`src/rtl/bsc_pkg.sv`:
```
package bsc_pkg;

  // How a pin is driven after instruction and chain decode.
  typedef enum logic [1:0] {
    DRV_FUNC       = 2'd0,  // core data and core enable
    DRV_SCAN       = 2'd1,  // cell data and cell enable
    DRV_SCAN_QUIET = 2'd2,  // cell data, three-state drivers off
    DRV_ALL_OFF    = 2'd3   // every driver off
  } drv_mode_e;

endpackage

```
`src/rtl/bsc_mode_decode.sv`:
```
module bsc_mode_decode
  import bsc_pkg::*;
(
  input  logic      ir_extest,
  input  logic      ir_clamp,
  input  logic      ir_highz,
  input  logic      ir_clampz,
  input  logic      chain0_sel,
  output drv_mode_e mode,
  output logic      highz_ind
);

  // Priority chain: the clamp family is honoured only on chain 0.
  always_comb begin
    if (chain0_sel && ir_highz)       mode = DRV_ALL_OFF;
    else if (chain0_sel && ir_clampz) mode = DRV_SCAN_QUIET;
    else if (chain0_sel && ir_clamp)  mode = DRV_SCAN;
    else if (ir_extest)               mode = DRV_SCAN;
    else                              mode = DRV_FUNC;
  end

  assign highz_ind = (mode == DRV_ALL_OFF);

  // Chain gating: without chain 0 the quiet and off modes never appear.
  always_comb begin
    if (!chain0_sel)
      p_no_clamp_off_chain_r6: assert (mode == DRV_FUNC || mode == DRV_SCAN)
        else $error("mode %0d without chain 0", mode);
  end

endmodule

```
`src/rtl/bsc_pin_ctrl.sv`:
```
module bsc_pin_ctrl
  import bsc_pkg::*;
#(
  parameter bit TRISTATE = 1'b1
) (
  input  drv_mode_e mode,
  input  logic      func_d,
  input  logic      func_oe,
  input  logic      cell_d,
  input  logic      cell_oe,
  output logic      pin_d,
  output logic      pin_oe
);

  logic quiet_oe;

  // A two-state driver cannot be turned off by the quiet clamp.
  generate
    if (TRISTATE) begin : g_tri
      assign quiet_oe = 1'b0;
    end else begin : g_two
      assign quiet_oe = cell_oe;
    end
  endgenerate

  always_comb begin
    unique case (mode)
      DRV_SCAN: begin
        pin_d  = cell_d;
        pin_oe = cell_oe;
      end
      DRV_SCAN_QUIET: begin
        pin_d  = cell_d;
        pin_oe = quiet_oe;
      end
      DRV_ALL_OFF: begin
        pin_d  = func_d;
        pin_oe = 1'b0;
      end
      default: begin
        pin_d  = func_d;
        pin_oe = func_oe;
      end
    endcase
  end

  // Quiet clamp still takes data from the cell.
  always_comb begin
    if (mode == DRV_SCAN_QUIET) begin
      p_quiet_data_r5: assert (pin_d == cell_d)
        else $error("quiet clamp data mismatch");
      if (TRISTATE)
        p_quiet_off_r5: assert (!pin_oe)
          else $error("quiet clamp left a three-state driver on");
    end
  end

endmodule

```
`src/rtl/bsc_out_ctrl.sv`:
```
module bsc_out_ctrl
  import bsc_pkg::*;
#(
  parameter int                     NUM_PINS      = 8,
  parameter logic [NUM_PINS-1:0]    TRISTATE_MASK = 8'h7F
) (
  input  logic                ir_extest,
  input  logic                ir_preload,
  input  logic                ir_clamp,
  input  logic                ir_highz,
  input  logic                ir_clampz,
  input  logic                chain0_sel,
  input  logic [NUM_PINS-1:0] func_data,
  input  logic [NUM_PINS-1:0] func_oe,
  input  logic [NUM_PINS-1:0] cell_data,
  input  logic [NUM_PINS-1:0] cell_oe,
  output logic [NUM_PINS-1:0] pin_data,
  output logic [NUM_PINS-1:0] pin_oe,
  output logic                highz_ind
);

  localparam int LastPin = NUM_PINS - 1;

  drv_mode_e mode;

  bsc_mode_decode u_decode (
    .ir_extest  (ir_extest),
    .ir_clamp   (ir_clamp),
    .ir_highz   (ir_highz),
    .ir_clampz  (ir_clampz),
    .chain0_sel (chain0_sel),
    .mode       (mode),
    .highz_ind  (highz_ind)
  );

  for (genvar i = 0; i <= LastPin; i++) begin : g_pin
    bsc_pin_ctrl #(
      .TRISTATE (TRISTATE_MASK[i])
    ) u_pin (
      .mode    (mode),
      .func_d  (func_data[i]),
      .func_oe (func_oe[i]),
      .cell_d  (cell_data[i]),
      .cell_oe (cell_oe[i]),
      .pin_d   (pin_data[i]),
      .pin_oe  (pin_oe[i])
    );
  end

  // Port-level checks across decoder and pin cells.
  always_comb begin
    if (highz_ind) begin
      p_highz_all_off_r4: assert (pin_oe == '0)
        else $error("driver on while indicator high");
      p_highz_source_r7: assert (ir_highz && chain0_sel)
        else $error("indicator high without high-Z on chain 0");
    end
    if (!chain0_sel && !ir_extest)
      p_off_chain_func_r6: assert (pin_data == func_data && pin_oe == func_oe)
        else $error("pins not functional off chain 0");
    if (ir_extest && !(chain0_sel && (ir_highz || ir_clampz)))
      p_extest_cells_r1: assert (pin_data == cell_data && pin_oe == cell_oe)
        else $error("external test pins not from cells");
    if (ir_preload && !ir_extest && !(chain0_sel && (ir_clamp || ir_highz || ir_clampz)))
      p_preload_func_r2: assert (pin_data == func_data && pin_oe == func_oe)
        else $error("preload leaked cell values");
  end

endmodule

```
`config.mk`:
```
export PLATFORM = sky130hd
export DESIGN_NAME = bsc_out_ctrl
export DESIGN_NICKNAME = d
export VERILOG_FILES = /design/src/rtl/bsc_pkg.sv /design/src/rtl/bsc_mode_decode.sv /design/src/rtl/bsc_pin_ctrl.sv /design/src/rtl/bsc_out_ctrl.sv
export SDC_FILE = /design/constraint.sdc
export NUM_CORES = 1
export LEC_CHECK = 0
export BUFFER_PORTS_ARGS = -buffer_cell sky130_fd_sc_hd__buf_2
export CAP_MARGIN = 15
export CORE_AREA = 2 2 39 41
export DETAILED_ROUTE_END_ITERATION = 10
export DIE_AREA = 0 0 41 43
export MAX_ROUTING_LAYER = met4
export PLACE_DENSITY = 0.81
export SLEW_MARGIN = 20
export SYNTH_ARGS = -nofsm -noshare
export SYNTH_HDL_FRONTEND = slang
export SYNTH_SLANG_ARGS = --single-unit
```
`constraint.sdc`:
```
create_clock -name vclk -period 5
set_input_delay 0.75 -clock vclk [all_inputs]
set_output_delay 0.75 -clock vclk [all_outputs]
set_load 0.1 [all_outputs]
```
### After elaboration in Yosys (flattened, before gate mapping)

Cells that the tools add are included.

* register bits: 0
* latch bits: 0
* memory bits (writable): 0
* ROM bits: 0
* input port bits: 38
* output and inout port bits: 17
* logic and storage cells: 28
* memories: 0

* $add $sub $neg: 0
* multipliers: 0
* divide/modulo/power cells: 0
* magnitude comparators: 0
* equality and inequality tests: 3
* shifts and indexed selects: 0
* muxes and demuxes: 20
* bitwise gates (word level): 0
* reductions and logical operators: 5

Operator list (number)
* $pmux W1 S2: 8
* $mux W1: 9
* $mux W2: 3
* $eq A2 B2 Y1 const B: 2
* $reduce_or A2 Y1: 2
* $logic_and A1 B1 Y1: 3
* $eq A2 B1 Y1 const B: 1

### Longest topological paths before layout

* word-level depth: 7
* gate-level depth with buffers: 7
* gate-level depth less buffers: 5

### By module

From an unflattened synthesis, not the netlist that was laid out.

* cell total of the unflattened synthesis: 67
* area, all modules: 505.5 um2

Modules (own cells, without submodules)
* bsc_pin_ctrl at g_pin[0].u_pin ...: instances 7, cells an instance 8, area an instance 60.1 um2, seq. area each 0.0 um2
* bsc_pin_ctrl at g_pin[7].u_pin: instances 1, cells an instance 7, area an instance 47.5 um2, seq. area each 0.0 um2
* bsc_mode_decode: instances 1, cells an instance 4, area an instance 37.5 um2, seq. area each 0.0 um2

### Least setup slack after synthesis

OpenSTA, ideal clock, no wires.

* path kind: input port to output port
* start point: input port ir_clamp
* end point: output port pin_data[0]
* data arrival time: 2017 ps
* data required time: 4250 ps
* slack: 2233 ps
* cell stages on the path: 6
* path buffers: 2
* cell sequence: a2bb2oi_1 > o22a_1 > ha_1 > buf_6 > mux2_4 > buf_4

* word-level cells in the longest chain between the ends: 7
* elaborated cells between the ends (all ways): 8
* those cells by class: eq/ne: 2; mux: 4; reduce/logical: 2

Ends and longest elaborated chain
* from (decl): line bsc_out_ctrl.sv:9 `input logic ir_clamp,`
* $logic_and A1 B1 Y1 (*): line bsc_mode_decode.sv:17 `else if (chain0_sel && ir_clamp) mode = DRV_SCAN;`
* $mux W2 (*): line bsc_mode_decode.sv:17
* $mux W2 (*): line bsc_mode_decode.sv:16 `else if (chain0_sel && ir_clampz) mode = DRV_SCAN_QUIET;`
* $mux W2 (*): line bsc_mode_decode.sv:15 `if (chain0_sel && ir_highz) mode = DRV_ALL_OFF;`
* $eq A2 B1 Y1 or $eq A2 B2 Y1 (tied branches): line bsc_pin_ctrl.sv:27 `unique case (mode)`
* $reduce_or A2 Y1 (no line) (*)
* $mux W1 (*): line bsc_pin_ctrl.sv:27
* to (decl): line bsc_out_ctrl.sv:17 `output logic [NUM_PINS-1:0] pin_data,`

Mark *: on every way between the ends. The rest lies on a longest branch, timed or not.

### Final worst setup path

* start point: input port ir_extest
* end point: output port pin_data[6]

* word-level cells in the longest chain between the ends: 7
* elaborated cells between the ends (all ways): 8
* those cells by class: eq/ne: 2; mux: 5; reduce/logical: 1

Ends and longest elaborated chain
* from (decl): line bsc_out_ctrl.sv:7 `input logic ir_extest,`
* $mux W1 (*): line bsc_mode_decode.sv:18 `else if (ir_extest) mode = DRV_SCAN;`
* $mux W2 (*): line bsc_mode_decode.sv:17
* $mux W2 (*): line bsc_mode_decode.sv:16
* $mux W2 (*): line bsc_mode_decode.sv:15
* $eq A2 B1 Y1 or $eq A2 B2 Y1 (tied branches): line bsc_pin_ctrl.sv:27
* $reduce_or A2 Y1 (no line) (*)
* $mux W1 (*): line bsc_pin_ctrl.sv:27

Marks and branches as above.

==> results.txt <==
crit path time final = 3178 ps
sequential cell area = 0 um2
Hold Path Class = in -> out
worst vdd ir = 111.4 uV
Routed Antenna Nets = 0
vias in the first global route = 366
worst-path maximum fanout = 9
register area share after synthesis = 0%
Pleak = 0.3503 nW
Hold Vio Cnt, Final = 0
Synth Cell Area = 426.7 um2
Top Ports = 55
Critical Path Sink Type = output port
Avg WL per Cell = 9.226 um
routability congestion estimate = 0.5974
worst path arrival time = 2430 ps
net count after synthesis = 94
layout cells sized above 1 = 70.00%
Antenna diodes = 0
drc violations = 0
placed cell count = 106
average vias per placed instance = 4.292
Setup-failing EPs final = 0
I/O Buffers = 54
Setup CP Type = in -> out
setup_tns = 0 ps
Post-Synthesis Cells = 54
RSZ-0062 raised after global routing = no
# rows = 14
Post-CTS Setup Inserts = 0
DP HPWL = 866.9 um
DRT iter0 DRCs = 0
Post-CTS Hold Fix Bufs = 0
status = completed
Die Height = 43 um
Initial Utilization = 30.83%
Slew headroom = 67.49%
largest net degree at the start of global routing = 16
Die Footprint = 0.001763 mm2
Total Wirelength = 978 um
period utilization = 63.56%
Layout Nets = 132
Initial DRT Pass Iterations = 1
Yosys cell types = 13
GRT Util Overall = 9.928%
first-pass GRT wire length = 1.331 mm
worst path required time = 4250 ps
worst-margin pin slew = 491.0 ps
Fmax = 314.7 MHz
global route overflow = 0
pwr/cell area = 316.2 mW/mm2
crit start category = input pin
initial antenna violation count = 0
Seq cells = 0
synth-to-layout area growth = 34.60%
MaxCap Viol Count = 0
Layout Cells excl Fill = 106
Mean Syn Cell Area = 7.901 um2
Ys Warns = 0
CLK BUF = 0
post-CTS sizing = 0
die width = 41 um
Core ar. = 0.001384 mm2
via count = 455
Max Slew Vio Count = 0
[per-layer routing]
metal  global-route usage, %  share of wire [%]
met1                   10.44                 40
met5                       -                  0
met3                       0                8.5
met2                   20.00                 52
met4                       0                  0
[report_power, final]
group	internal [W]	leakage, nW	switching [W]	total (W)
Clock	0	0	0	0
Sequential	0	0	0	0
Combinational	0.0000419	0.350	0.000140	0.000182
Total	0.0000419	0.350	0.000140	0.000182
[placed cells by master, fill, tap and decap left out, types with 2 or more instances in the layout]
cell type   n
ha_1        2
a22o_1      2
mux2_4      8
nand2_1    11
buf_2      54
o21ai_0     7
[logic make-up (layout without fill, tap and decap cells)]
family / count (synthesis) / in the layout / share of synthesized area, %
buffers and inverters: 18 / 54 / 33.43
adders and majority gates: 2 / 2 / 5.864
AOI/OAI and AO/OA: 12 / 12 / 17.89
muxes: 8 / 8 / 28.15
and+or+nand+nor: 14 / 14 / 14.67
[critical path, cell delays in order]
cell       delay (ps)
buf_2             110
a2bb2oi_1         140
o22a_1            190
ha_1              580
mux2_4            230
buf_2             420
[final cells by class]
| type | instances | area [um2] |
|---|---|---|
| Fill cell | 155 | 809.5 |
| Tap cell | 16 | 20.02 |
| Timing Repair Buffer | 54 | 270.3 |
| Multi-Input combinational cell | 36 | 284.0 |
[synthesized netlist by cell type]
cell | n | area share (%)
buf_4 | 16 | 28
nand2_1 | 11 | 9.7
mux2_4 | 8 | 28
o21ai_0 | 7 | 8.2
a22o_1 | 2 | 4.1
buf_6 | 2 | 5.3
ha_1 | 2 | 5.9
a2bb2oi_1 | 1 | 2.1
and2_1 | 1 | 1.5
nand2b_1 | 1 | 1.5
nor2b_2 | 1 | 2.1
o22a_1 | 1 | 2.1
o22ai_1 | 1 | 1.5
[path summary, 6_finish.rpt]
path	start	end	slack (ps)	cells past startpoint
min	cell_oe[5]	pin_oe[5]	1970	4
max	ir_extest	pin_data[6]	1820	6
[stage by stage]
stage	power [W]	util [%]	instance area [um2]	hold slack, ps	setup WS, ps
floorplan	0.0001749	-	426.7	1815	2233
global placement	0.0001806	41.50	574.3	1970	1864
detailed placement	0.0001824	41.50	574.3	1974	1824
CTS	0.0001824	41.50	574.3	1974	1820
global route	0.0001889	41.50	574.3	2019	1687
finish	0.0001816	41.50	574.3	1974	1822
(Power assumes the default switching activity.)
